**config.mk**
```make
export PLATFORM = sky130hd
export DESIGN_NAME = vid_blank_mux
export DESIGN_NICKNAME = d
export VERILOG_FILES = /design/src/rtl/vbm_pkg.sv /design/src/rtl/vbm_tx.sv /design/src/rtl/vbm_rx.sv /design/src/rtl/vbm_de_mon.sv /design/src/rtl/vid_blank_mux.sv
export SDC_FILE = /design/constraint.sdc
export NUM_CORES = 1
export LEC_CHECK = 0
export BUFFER_PORTS_ARGS = -buffer_cell sky130_fd_sc_hd__buf_2
export CAP_MARGIN = 20
export CORE_MARGIN = 8
export CORE_UTILIZATION = 47
export CTS_CLUSTER_DIAMETER = 50
export DETAILED_ROUTE_END_ITERATION = 7
export GPL_ROUTABILITY_DRIVEN = 0
export PLACE_DENSITY_LB_ADDON = 0.2
export SYNTH_ARGS = -nofsm -noshare
export SYNTH_HDL_FRONTEND = slang
export SYNTH_SLANG_ARGS = --single-unit
```
**constraint.sdc**
```tcl
create_clock -name clk -period 1 [get_ports clk]
set_input_delay 0.1 -clock clk [delete_from_list [all_inputs] [get_ports clk]]
set_output_delay 0.1 -clock clk [all_outputs]
set_load 0.03 [all_outputs]
```
**src/rtl/vbm_pkg.sv**
```systemverilog
package vbm_pkg;
   localparam int CONT_W = 2;

   typedef struct packed {
      logic vid;
      logic vsync;
      logic hsync;
   } lnk_hdr_t;

   function automatic int pix_width(input int color_bits);
      return 3 * color_bits + CONT_W;
   endfunction
endpackage

```
**src/rtl/vbm_tx.sv**
```systemverilog
module vbm_tx
   import vbm_pkg::*;
#(
   parameter int               PIX_W    = 32,
   parameter logic [PIX_W-1:0] CTL_MASK = '0
) (
   input  logic             clk,
   input  logic             rst_n,
   input  logic             de,
   input  logic             hsync,
   input  logic             vsync,
   input  logic [PIX_W-1:0] pix,
   output lnk_hdr_t         hdr_q,
   output logic [PIX_W-1:0] pay_q
);
   // Active video carries the full word; blanking carries only the sync
   // levels in the header and the side-channel positions in the payload.
   always_ff @(posedge clk or negedge rst_n) begin
      if (!rst_n) begin
         hdr_q <= '0;
         pay_q <= '0;
      end else if (de) begin
         hdr_q <= '{vid: 1'b1, vsync: 1'b0, hsync: 1'b0};
         pay_q <= pix;
      end else begin
         hdr_q <= '{vid: 1'b0, vsync: vsync, hsync: hsync};
         pay_q <= pix & CTL_MASK;
      end
   end
endmodule

```
**src/rtl/vbm_rx.sv**
```systemverilog
module vbm_rx
   import vbm_pkg::*;
#(
   parameter int               PIX_W    = 32,
   parameter logic [PIX_W-1:0] CTL_MASK = '0
) (
   input  logic             clk,
   input  logic             rst_n,
   input  logic             ctl_en,
   input  lnk_hdr_t         lnk_hdr,
   input  logic [PIX_W-1:0] lnk_pay,
   output logic             out_de,
   output logic             out_hsync,
   output logic             out_vsync,
   output logic [PIX_W-1:0] out_pix
);
   lnk_hdr_t         cur_hdr;
   logic [PIX_W-1:0] cur_pay;
   logic             prev_vid;
   logic             edge_first;
   logic             edge_last;
   logic             side_ok;
   logic [PIX_W-1:0] blank_pix;

   // One pixel of lookahead: the link word is the next pixel, cur_* is the
   // pixel about to be emitted, prev_vid the type of the one before it.
   always_ff @(posedge clk or negedge rst_n) begin
      if (!rst_n) begin
         cur_hdr  <= '0;
         cur_pay  <= '0;
         prev_vid <= 1'b0;
      end else begin
         cur_hdr  <= lnk_hdr;
         cur_pay  <= lnk_pay;
         prev_vid <= cur_hdr.vid;
      end
   end

   assign edge_first = !cur_hdr.vid && prev_vid;
   assign edge_last  = !cur_hdr.vid && lnk_hdr.vid;
   assign side_ok    = ctl_en && !edge_first && !edge_last;

   // Blanking word: side-channel positions gated, all others tied low.
   for (genvar i = 0; i < PIX_W; i++) begin : g_bit
      if (CTL_MASK[i]) begin : g_ctl
         assign blank_pix[i] = cur_pay[i] & side_ok;
      end else begin : g_zero
         assign blank_pix[i] = 1'b0;
      end
   end

   always_ff @(posedge clk or negedge rst_n) begin
      if (!rst_n) begin
         out_de    <= 1'b0;
         out_hsync <= 1'b0;
         out_vsync <= 1'b0;
         out_pix   <= '0;
      end else if (cur_hdr.vid) begin
         out_de  <= 1'b1;
         out_pix <= cur_pay;
      end else begin
         out_de    <= 1'b0;
         out_hsync <= cur_hdr.hsync;
         out_vsync <= cur_hdr.vsync;
         out_pix   <= blank_pix;
      end
   end
endmodule

```
**src/rtl/vbm_de_mon.sv**
```systemverilog
module vbm_de_mon #(
   parameter int MIN_PERIOD = 2
) (
   input  logic clk,
   input  logic rst_n,
   input  logic de,
   output logic err
);
   localparam int CW = $clog2(MIN_PERIOD + 1);
   localparam logic [CW-1:0] SAT = CW'(MIN_PERIOD);

   logic          de_prev;
   logic          started;
   logic [CW-1:0] run_q;
   logic          toggle;

   assign toggle = de != de_prev;

   // run_q is the saturated length of the run that de_prev belongs to; only
   // runs opened by an observed edge are judged.
   always_ff @(posedge clk or negedge rst_n) begin
      if (!rst_n) begin
         de_prev <= 1'b0;
         started <= 1'b0;
         run_q   <= '0;
         err     <= 1'b0;
      end else begin
         de_prev <= de;
         if (toggle) begin
            if (started && run_q < SAT) err <= 1'b1;
            started <= 1'b1;
            run_q   <= CW'(1);
         end else if (run_q < SAT) begin
            run_q <= run_q + CW'(1);
         end
      end
   end
endmodule

```
**src/rtl/vid_blank_mux.sv**
```systemverilog
module vid_blank_mux
   import vbm_pkg::*;
#(
   parameter int          COLOR_BITS = 10,
   parameter logic [31:0] CTL_MASK   = 32'h4010_0401,
   parameter int          MIN_PERIOD = 2
) (
   input  logic                  clk,
   input  logic                  rst_n,
   input  logic                  ctl_en,
   input  logic                  tx_de,
   input  logic                  tx_hsync,
   input  logic                  tx_vsync,
   input  logic [COLOR_BITS-1:0] tx_r,
   input  logic [COLOR_BITS-1:0] tx_g,
   input  logic [COLOR_BITS-1:0] tx_b,
   input  logic [CONT_W-1:0]     tx_cont,
   output logic                  rx_de,
   output logic                  rx_hsync,
   output logic                  rx_vsync,
   output logic [COLOR_BITS-1:0] rx_r,
   output logic [COLOR_BITS-1:0] rx_g,
   output logic [COLOR_BITS-1:0] rx_b,
   output logic [CONT_W-1:0]     rx_cont,
   output logic                  de_err
);
   localparam int               PIX_W    = pix_width(COLOR_BITS);
   localparam logic [PIX_W-1:0] LOC_MASK = CTL_MASK[PIX_W-1:0];

   if (COLOR_BITS != 8 && COLOR_BITS != 10) begin : g_bad_depth
      $error("COLOR_BITS must be 8 or 10");
   end
   if ((CTL_MASK >> PIX_W) != 32'd0) begin : g_bad_mask
      $error("CTL_MASK has bits above the pixel word");
   end
   if (MIN_PERIOD < 1) begin : g_bad_period
      $error("MIN_PERIOD must be at least 1");
   end

   logic [PIX_W-1:0] tx_pix;
   logic [PIX_W-1:0] rx_pix;
   lnk_hdr_t         lnk_hdr;
   logic [PIX_W-1:0] lnk_pay;

   assign tx_pix = {tx_cont, tx_r, tx_g, tx_b};
   assign {rx_cont, rx_r, rx_g, rx_b} = rx_pix;

   vbm_tx #(.PIX_W(PIX_W), .CTL_MASK(LOC_MASK)) u_tx (
      .clk   (clk),
      .rst_n (rst_n),
      .de    (tx_de),
      .hsync (tx_hsync),
      .vsync (tx_vsync),
      .pix   (tx_pix),
      .hdr_q (lnk_hdr),
      .pay_q (lnk_pay)
   );

   vbm_rx #(.PIX_W(PIX_W), .CTL_MASK(LOC_MASK)) u_rx (
      .clk       (clk),
      .rst_n     (rst_n),
      .ctl_en    (ctl_en),
      .lnk_hdr   (lnk_hdr),
      .lnk_pay   (lnk_pay),
      .out_de    (rx_de),
      .out_hsync (rx_hsync),
      .out_vsync (rx_vsync),
      .out_pix   (rx_pix)
   );

   vbm_de_mon #(.MIN_PERIOD(MIN_PERIOD)) u_mon (
      .clk   (clk),
      .rst_n (rst_n),
      .de    (tx_de),
      .err   (de_err)
   );
endmodule

```
Word-level counts from Yosys, hierarchy flattened

Cells that the tools add are included.
Widths: inputs -> output; s select.

Flip-flop bits (word level): 111
Input bits: 38
Output and inout bits: 36

$add $sub $neg: 1
$lt $le $gt $ge: 1
Equality and inequality tests: 1
Muxes and demuxes: 6
Bitwise logic cells: 4
Reductions and logical operators: 10

Operator list:

| operator            | count |
|---|---|
| $mux 32             | 2 |
| $logic_and 1x1->1   | 5 |
| $and 1x1->1         | 4 |
| $mux 2              | 2 |
| $logic_not 1->1     | 3 |
| $mux 3              | 1 |
| $add 2x1->2 const B | 1 |
| $lt 2x2->1 const B  | 1 |
| $reduce_and 2->1    | 1 |
| $reduce_bool 2->1   | 1 |
| $mux 1              | 1 |
| $ne 1x1->1          | 1 |

Logic depth before layout (Yosys ltp)

Gate-level depths: netlist (run 1).

Word-level depth: 7
Mapped depth: 3

By module

Synthesis (run 1) repeated with hierarchy kept, for this count alone.

Cell total of the unflattened synthesis: 191
Area total of the unflattened synthesis: 3281.9 um^2

Modules (own cells, without submodules):

| module     | times used | cells an instance | area each (um^2) | sequential area each (um^2) |
|---|---|---|---|---|
| vbm_rx     | 1          | 109               | 2021.9           | 1751.7 |
| vbm_tx     | 1          | 68                | 1078.5           | 875.8 |
| vbm_de_mon | 1          | 14                | 181.4            | 125.1 |

Worst setup path after synthesis (run 1)

Ideal clock, no wire load.

Path type: register to register
Start point: register u_rx.out_de (netlist name)
End point: register u_rx.out_pix[0]
Setup time: 78 ps
Arrival time: 1021 ps
Data required time: 922 ps
Path slack: -99 ps
Stages on the path, launching flop included: 3
Buffers on the path: 0
Period minus slack after synthesis: 1099 ps
Path through: dfrtp_1 > or3b_4 > a21boi_1

RTL lines:

| what                   | line         | source |
|---|---|---|
| end signal: assignment | vbm_rx.sv:60 | `out_pix <= cur_pay;` |
| end signal: assignment | vbm_rx.sv:65 | `out_pix <= blank_pix;` |
| end: declaration       | vbm_rx.sv:15 | `output logic [PIX_W-1:0] out_pix` |

==> flow_summary.json, run 1 <==
{
  "hold_slack_ns": 0.0834,
  "hold_end": "u_mon.run_q[0]",
  "numCtsBuffers": 9,
  "rsz0062_at_grt": "yes",
  "cp-end-kind": "register",
  "r2r-end": "u_rx.out_pix[30]",
  "synthCells": 190,
  "syn_area_per_cell_um2": 17.0,
  "max-slew-margin-rel_pct": 81.1,
  "ant_nets": 0,
  "hold_violations": 0,
  "period_minus_slack_ns": 1.06,
  "cts_sinks": 109,
  "hold_depth": 3,
  "fmax_mhz": 943,
  "p_sw_share_pct": 24.9,
  "nFillCells": 445,
  "synth_area_leaders": "dfrtp_1 84%, and2_1 11%, a21boi_1 0.93%, mux2_2 0.70%, clkbuf_1 0.58%",
  "start_kind": "register",
  "start_util_pct": 48.2,
  "ys_seq_elements": 109,
  "die-area_um2": 9800,
  "synth_top_area_share_pct": 84.2,
  "wl_per_cell_um": 14.3,
  "p_int_mw": 6.01,
  "r2r_slack_ns": -0.06,
  "power_frac_clock_pct": 31.8,
  "synthToLayoutAreaGrowth_pct": 41.6,
  "synth.most_common_cell": "dfrtp_1",
  "setup_viol": 10,
  "cts_tree": "built",
  "drc": 0,
  "yosys_warnings": 0,
  "yosysSeqAreaShare_pct": 84.2,
  "syn_area_um2": 3240,
  "crit_arrival_ns": 1.35,
  "syn_nets": 228,
  "synth_flop_cell": "dfrtp_1",
  "num_vias": 1737,
  "drt-total-wl_um": 5660,
  "cts.htree.levels": 3,
  "p_comb_share_pct": 9.3,
  "core_area_um2": 6720,
  "ff2ff_path_depth": 2,
  "cts.clk_slew.worst_paths_ns": 0.11,
  "crit_required_ns": 1.29,
  "fin_util_pct": 68.2,
  "synth_area_leader_cell": "dfrtp_1",
  "layout_setup_ws_ns": -0.0606,
  "maxSlewViolCount": 0,
  "dp_cells": 345,
  "port_buffers": 73,
  "p_switching_mw": 2.00,
  "design_area_um2": 4580,
  "finalSetupTns_ns": -0.291,
  "post-route-period-util_pct": 106,
  "first_pass_iters": 4,
  "dpl-instance-area_um2": 3780,
  "ir_worst_vdd_mv": 1.02,
  "criticalPathCategory": "register to register",
  "clockBufferDepth": 2,
  "fp-row-count": 30,
  "dp_hpwl_um": 3610,
  "async_reset_ff_share_pct": 100,
  "worst_clock_skew_ns": 0.00940,
  "die_x_um": 99.0,
  "grt_first_pass_wirelength_um": 9430,
  "dieHeight_um": 99.0,
  "drive_gt1_share_pct": 34.1,
  "p_leak_nw": 2.28,
  "diodes": 0,
  "cap_violations": 0,
  "hp-start": "tx_de",
  "via_per_inst": 4.38,
  "grt_max_degree": 35,
  "status": "complete, but fails checks",
  "regToRegStartpoint": "u_rx.out_de",
  "synth.distinct_cells": 15,
  "place_ws_ns": -0.0849,
  "ioPinCount": 74,
  "overflow": 0,
  "synth_commonest_cells": "109 x dfrtp_1, 56 x and2_1, 5 x clkbuf_1",
  "worstSkewPairLatency_ns": 0.35,
  "final_cells": 397,
  "grt_pass1_vias": 1919,
  "synth_edf_count": 0,
  "grt_usage_pct": 12.5,
  "nNetsFinal": 350,
  "root_buffer": "clkbuf_8",
  "p_seq_share_pct": 58.9,
  "drt_iter0_drc": 34,
  "antenna_found_initial": 0,
  "crit_fanout": 4,
  "hold_class": "primary input to register",
  "worst_slew_pin_slew_ns": 0.284,
  "p_total_mw": 8.01,
  "failed_checks": "setup timing",
  "cellPowerDensity_nw_per_um2": 1750
}
-- power by group through the flow --
stage	Combinational (mW)	Clock [mW]	Sequential, mW
finish	0.749	2.55	4.72
global route	0.821	2.81	4.74
CTS	0.755	2.63	4.72
detailed placement	0.570	0	4.79
global placement	0.564	0	4.78
floorplan	0.141	0	4.90
-- layer usage --
metal	track usage [%]	part of all wire (%)	vias up
li1	-	-	823
met1	15.2	43	853
met2	19.4	49	54
met3	4.65	6.7	7
met4	5.67	1.5	0
met5	0	0	-
-- flip-flops by register name, indices dropped and copies added, names as in the netlist --
signal          flops
u_mon.de_prev       1
u_mon.err           1
u_mon.run_q         2
u_mon.started       1
u_rx.cur_hdr        3
u_rx.cur_pay       32
u_rx.out_de         1
u_rx.out_hsync      1
u_rx.out_pix       32
u_rx.out_vsync      1
u_tx.hdr_q          2
u_tx.pay_q         32
-- final cells by class --
class | instances | area, um2 | share of cell area, %
Sequential cell | 109 | 2730 | 59.6
Multi-Input combinational cell | 73 | 498 | 10.9
Clock buffer | 9 | 124 | 2.70
Timing Repair Buffer | 117 | 1050 | 22.9
Clock inverter | 7 | 76.3 | 1.66
Inverter | 2 | 7.51 | 0.164
Tap cell | 80 | 100 | 2.18
-- how the worst max path moves through the flow --
stage                                  end           from  slack [ns]
final                     u_rx.out_pix[30]    u_rx.out_de       -0.06
after global placement    u_rx.out_pix[30]  u_mon.de_prev       -0.04
after floorplan            u_rx.out_pix[0]    u_rx.out_de       -0.06
after detailed placement  u_rx.out_pix[20]  u_mon.de_prev       -0.08
after global routing      u_rx.out_pix[30]    u_rx.out_de        -0.1
after CTS                            rx_de    u_rx.out_de       -0.06
-- worst max-delay path, stage by stage (launching register included) --
cell      delay [ns]
dfrtp_2         0.42
or3b_4          0.43
a21boi_1        0.15
-- timing repair --
item / CTS / global route
hold buffers: 35 / 0
pin swaps: 0 / 5
setup endpoints to repair: 40 / 42
endpoints found under the hold margin: 143 / 0
gates resized for setup: 72 / 5
setup buffers: 1 / 0
-- cell families after synthesis --
family	synth area share, %
AO/OA/AOI/OAI	1.20
XOR/XNOR	0.812
multiplexers	0.695
flip-flops	84.2
AND/OR/NAND/NOR	12.1
buffers and inverters	0.966
-- cell usage in the layout (no fill, tap or decap) --
cell	count
dfrtp_2	2
or3b_4	1
xor2_1	1
clkinv_8	1
dlygate4sd3_1	35
buf_4	7
nor2_1	2
buf_6	36
a31o_2	1
nand2b_1	1
inv_6	2
buf_12	3
a21boi_1	1
mux2_2	2
buf_2	36
nor2b_1	2
dfrtp_1	107
xor2_2	1
inv_8	3
xnor2_1	1
nand2_1	1
clkbuf_8	9
a21boi_2	3
and2_1	56
inv_1	2
clkinv_4	1
Note: power is estimated with default switching activity, not from simulation.
==> run 2, diff against run 1 <==
CORE_UTILIZATION = 56   (was 47)
clock period = 1.3 ns   (was 1 ns; I/O delays follow)
==> flow_summary.json, run 2 (synthesis gave the netlist of run 1 again) <==
{
  "post-route-period-util_pct": 82.6,
  "maxSlewViolCount": 0,
  "mostFrequentLayoutCells": "109 x dfrtp_1, 72 x buf_2, 56 x and2_1",
  "dp_hpwl_um": 3340,
  "grt_first_pass_wirelength_um": 8400,
  "via_per_inst": 4.39,
  "cts.clk_slew.worst_paths_ns": 0.09,
  "crit_fanout": 4,
  "fmax_mhz": 931,
  "p_leak_nw": 2.22,
  "port_buffers": 73,
  "start_kind": "register",
  "overflow": 0,
  "multiInputGateArea_um2": 479,
  "worst_clock_skew_ns": 0.00728,
  "finalSetupTns_ns": 0,
  "rsz0062_at_grt": "no",
  "grt.busiest_layer": "met2",
  "layout_setup_ws_ns": 0.226,
  "ant_nets": 0,
  "final_cells": 383,
  "p_seq_share_pct": 57.5,
  "drt_iter0_drc": 32,
  "num_vias": 1681,
  "grt_max_degree": 44,
  "core_area_um2": 5540,
  "cts_sinks": 109,
  "root_buffer": "clkbuf_8",
  "place_ws_ns": 0.231,
  "ioPinCount": 74,
  "worstPathCellList": "or3b_4 > a21boi_1",
  "criticalPathCategory": "register to register",
  "final_common_cell": "dfrtp_1",
  "r2r_slack_ns": 0.23,
  "ir_worst_vdd_mv": 1.12,
  "top_regs": "u_rx.cur_pay (32), u_rx.out_pix (32), u_tx.pay_q (32)",
  "numCtsBuffers": 9,
  "wl_per_cell_um": 13.4,
  "seqCellArea_um2": 2730,
  "setup_viol": 0,
  "cts.htree.levels": 3,
  "drc": 0,
  "hold_depth": 2,
  "period_minus_slack_ns": 1.07,
  "p_switching_mw": 1.31,
  "dieHeight_um": 92.0,
  "post_cts_buffers": 0,
  "grt_usage_pct": 12.9,
  "p_sw_share_pct": 20.9,
  "crit_required_ns": 1.58,
  "p_int_mw": 4.96,
  "die-area_um2": 8470,
  "hp-start": "tx_hsync",
  "cap_violations": 0,
  "die_x_um": 92.0,
  "grt_pass1_vias": 1779,
  "first_pass_iters": 4,
  "grt_use_met1_pct": 14.8,
  "use_met3_pct": 4.65,
  "clockBufferDepth": 2,
  "grtUsageMet2_pct": 20.4,
  "nNetsFinal": 344,
  "start_util_pct": 58.4,
  "drive_gt1_share_pct": 31.2,
  "regToRegStartpoint": "u_mon.de_prev",
  "worstSkewPairLatency_ns": 0.35,
  "cellPowerDensity_nw_per_um2": 1460,
  "antenna_found_initial": 0,
  "cp-end-kind": "register",
  "synthToLayoutAreaGrowth_pct": 32.5,
  "r2r-end": "u_rx.out_pix[20]",
  "worst_slew_pin_slew_ns": 0.390,
  "p_comb_share_pct": 7.8,
  "power_frac_clock_pct": 34.7,
  "hold_violations": 0,
  "dp_cells": 334,
  "fp-row-count": 27,
  "status": "completed",
  "cp_slowest_cell": "dfrtp_1",
  "hold_class": "primary input to register",
  "max_stage_delay_ns": 0.43,
  "hold_end": "u_tx.hdr_q[0]",
  "diodes": 0,
  "cts_tree": "built",
  "drt-total-wl_um": 5120,
  "max-slew-margin-rel_pct": 74.0,
  "ff2ff_path_depth": 2,
  "crit_arrival_ns": 1.35,
  "nFillCells": 331
}
-- run 2: cell count changes in the layout (fill, tap and decap cells not counted), sizes merged --
cell	previous run	this run
clkbuf	9	12
dlygate4sd3	35	33
buf	82	78
bufinv	0	2
inv	7	2
-- run 2: power groups by stage --
stage | registers, mW | clock network (mW) | logic (mW)
floorplan | 3.77 | 0 | 0.109
detailed placement | 3.68 | 0 | 0.420
CTS | 3.61 | 2.24 | 0.496
global route | 3.63 | 2.38 | 0.540
finish | 3.61 | 2.18 | 0.490
global placement | 3.67 | 0 | 0.412
-- run 2: worst max-delay path by stage --
stage,endpoint,from,cells after the start,slack (ns)
2_1_floorplan,u_rx.out_pix[0],u_rx.out_de,2,0.20
3_5_place_dp,u_rx.out_pix[20],u_mon.de_prev,2,0.23
5_1_grt,u_rx.out_pix[20],u_mon.de_prev,2,0.19
4_1_cts,de_err,u_mon.err,1,0.21
3_3_place_gp,u_rx.out_pix[20],u_mon.de_prev,2,0.26
6_report,u_rx.out_pix[20],u_mon.de_prev,2,0.23
-- run 2: critical path: cells and delay by family, from the launching register on --
kind	cells	cell delay [ns]
DFF	1	0.43
and+or+nand+nor	1	0.43
AOI/OAI and AO/OA	1	0.15
-- run 2: layer usage --
layer / vias up / routed length (um) / share of wire (%)
li1: 811 / - / -
met1: 801 / 2140 / 42
met2: 55 / 2490 / 49
met3: 14 / 357 / 7.0
met4: 0 / 130 / 2.5
met5: - / 0 / 0
-- run 2: final cells by class --
| type | instances | area share [%] |
|---|---|---|
| Clock buffer | 12 | 3.62 |
| Sequential cell | 109 | 63.6 |
| Tap cell | 72 | 2.10 |
| Timing Repair Buffer | 111 | 17.7 |
| Inverter | 2 | 0.175 |
| Multi-Input combinational cell | 73 | 11.2 |
| Clock inverter | 4 | 1.63 |
-- run 2: stage by stage --
| stage | power [mW] | util [%] | hold WS [ns] | instance area [um2] |
|---|---|---|---|---|
| after global routing | 6.55 | 77.4 | 0.00937 | 4290 |
| after global placement | 4.08 | 67.4 | 0.0773 | 3730 |
| after detailed placement | 4.10 | 67.4 | 0.0830 | 3730 |
| final | 6.28 | 77.4 | 0.0154 | 4290 |
| after CTS | 6.35 | 77.3 | 0.00102 | 4280 |
| after floorplan | 3.88 | - | -0.166 | 3240 |
-- run 2: what timing repair did --
action                    CTS  global route
hold buffers               32             1
gates resized for setup     0             0
hold endpoints to repair   60             1
==> run 3, diff against run 2 <==
ABC_AREA = 1   (was unset)
CORE_UTILIZATION = 52   (was 56)
clock period = 1.08 ns   (was 1.3 ns; I/O delays follow)
==> flow_summary.json, run 3 <==
{
  "cap_violations": 0,
  "port_buffers": 73,
  "cts_tree": "built",
  "drc": 0,
  "dp_hpwl_um": 3640,
  "p_switching_mw": 1.66,
  "final_cells": 466,
  "worstSkewPairLatency_ns": 0.36,
  "synth_area_leaders": "dfrtp_1 82%, nand2_1 7.8%, inv_1 7.5%, a21oi_1 0.75%, buf_4 0.68%",
  "p_seq_share_pct": 58.3,
  "power_frac_clock_pct": 33.5,
  "ioPinCount": 74,
  "cts.clk_slew.worst_paths_ns": 0.09,
  "cts_sinks": 109,
  "overflow": 0,
  "worst_clock_skew_ns": 0.00647,
  "worstPathCellList": "buf_6",
  "grt_usage_pct": 13.8,
  "syn_nets": 301,
  "yosysSeqAreaShare_pct": 81.9,
  "die_x_um": 96.0,
  "syn_area_per_cell_um2": 12.7,
  "synth_flop_cell": "dfrtp_1",
  "crit_fanout": 2,
  "crit_required_ns": 0.97,
  "core_area_um2": 6280,
  "seqCellArea_um2": 2730,
  "syn_area_um2": 3330,
  "cellPowerDensity_nw_per_um2": 1690,
  "start_kind": "register",
  "diodes": 0,
  "p_int_mw": 5.77,
  "r2r_slack_ns": 0.22,
  "hold_violations": 0,
  "ant_nets": 0,
  "async_reset_ff_share_pct": 100,
  "p_sw_share_pct": 22.4,
  "nFillCells": 438,
  "via_per_inst": 4.13,
  "grt_first_pass_wirelength_um": 9200,
  "synth_edf_count": 0,
  "yosys_warnings": 0,
  "layout_setup_ws_ns": 0.0408,
  "crit_family": "flip-flops",
  "place_ws_ns": 0.242,
  "first_pass_iters": 4,
  "status": "completed",
  "numCtsBuffers": 9,
  "nNetsFinal": 422,
  "worst_slew_pin_slew_ns": 0.390,
  "period_minus_slack_ns": 1.04,
  "path_buf_inv": 1,
  "drive_gt1_share_pct": 24.9,
  "drt-total-wl_um": 5800,
  "synthCells": 263,
  "synth.most_common_cell": "dfrtp_1",
  "fmax_mhz": 962,
  "synthToLayoutAreaGrowth_pct": 32.2,
  "hold_class": "primary input to register",
  "crit_arrival_ns": 0.93,
  "num_vias": 1924,
  "multiInputGateArea_um2": 315,
  "p_leak_nw": 2.72,
  "wl_per_cell_um": 12.4,
  "cp_slowest_cell": "dfrtp_1",
  "ir_worst_vdd_mv": 1.03,
  "start_util_pct": 53.1,
  "cts.htree.levels": 3,
  "drt_iter0_drc": 44,
  "synth_commonest_cells": "109 x dfrtp_1, 69 x nand2_1, 67 x inv_1",
  "synth.distinct_cells": 9,
  "grt_max_degree": 52,
  "fp-row-count": 29,
  "maxSlewViolCount": 0,
  "post-route-period-util_pct": 96.2,
  "grt_pass1_vias": 1983,
  "top_regs": "u_rx.cur_pay (32), u_rx.out_pix (32), u_tx.pay_q (32)",
  "final_common_cell": "dfrtp_1",
  "dp_cells": 414,
  "synth_area_leader_cell": "dfrtp_1",
  "synth_top_area_share_pct": 81.9,
  "die-area_um2": 9220,
  "max_stage_delay_ns": 0.42,
  "criticalPathCategory": "register to primary output",
  "antenna_found_initial": 0,
  "clockBufferDepth": 2,
  "cp-end-kind": "primary output",
  "mostFrequentLayoutCells": "109 x dfrtp_1, 69 x nand2_1, 68 x buf_2",
  "max-slew-margin-rel_pct": 74.0,
  "ys_seq_elements": 109,
  "root_buffer": "clkbuf_8",
  "setup_viol": 0,
  "p_comb_share_pct": 8.2,
  "dieHeight_um": 96.0
}
==> run 3: changes by cell type after synthesis, sizes merged, moves of 2 or more <==
cell    change
nand2      +68
inv        +65
and2       -56
a21oi       +5
buf         +5
clkbuf      -5
a21boi      -4
nor2        +3
mux2        -2
nor2b       -2
xor2        -2
==> run 3: layout make-up <==
class	count	share of cell area, %
Clock inverter	4	1.02
Sequential cell	109	61.9
Timing Repair Buffer	116	18.3
Multi-Input combinational cell	81	7.16
Clock buffer	12	3.75
Tap cell	77	2.19
Inverter	67	5.71
==> run 3: tightest hold or removal path, cell delays in order <==
cell and delay [ns]:
buf_2 0.17, nand2_1 0.08, inv_1 0.03
==> run 3: repair_timing <==
item | CTS | global route
gates resized for setup | 0 | 9
setup buffers | 0 | 1
hold buffers | 35 | 0
setup endpoints to repair | 0 | 4
endpoints found under the hold margin | 143 | 0
==> run 3: through the flow <==
step                      utilization [%]  power [mW]   TNS, ns  area (um2)  hold WS, ns
after floorplan                         -        4.66         0        3330       -0.188
after global placement               60.9        4.90         0        3820      -0.0817
after detailed placement             60.9        4.92         0        3820      -0.0821
after CTS                            69.8        7.49         0        4380       0.0475
after global routing                 70.2        7.79  -0.00546        4410       0.0544
final                                70.2        7.44         0        4410       0.0595
==> run 3: worst paths after layout <==
check | from | endpoint | cells past startpoint
max | u_rx.out_de | rx_de | 1
min | tx_de | u_tx.pay_q[4] | 3
max reg2reg | u_rx.cur_hdr[2] | u_rx.out_vsync | 3
min reg2reg | u_tx.pay_q[11] | u_rx.cur_pay[11] | 0
max in group asynchronous | rst_n | u_rx.cur_pay[24] | 3
min in group asynchronous | rst_n | u_rx.out_pix[7] | 2
==> run 3: logic make-up (layout without fill, tap and decap cells) <==
| kind of cell | after synthesis | count (layout) | share of synthesized area, % |
|---|---|---|---|
| AOI/OAI and AO/OA | 5 | 5 | 0.751 |
| DFF | 109 | 109 | 81.9 |
| buffers and inverters | 73 | 199 | 8.67 |
| and+or+nand+nor | 76 | 76 | 8.71 |
==> run 3: power groups by stage <==
stage               clock (mW)  combinational (mW)  sequential [mW]
floorplan                    0               0.135             4.52
global placement             0               0.497             4.41
detailed placement           0               0.511             4.41
CTS                       2.55               0.610             4.33
global route              2.76               0.682             4.35
finish                    2.50               0.610             4.33
==> run 3: routing by layer <==
metal / vias up / GRT usage [%] / share of wire, %
met3: 9 / 5.07 / 7.1
met4: 0 / 7.94 / 2.1
met5: - / 0 / 0
met1: 891 / 14.7 / 40
met2: 56 / 23.1 / 51
li1: 968 / - / -
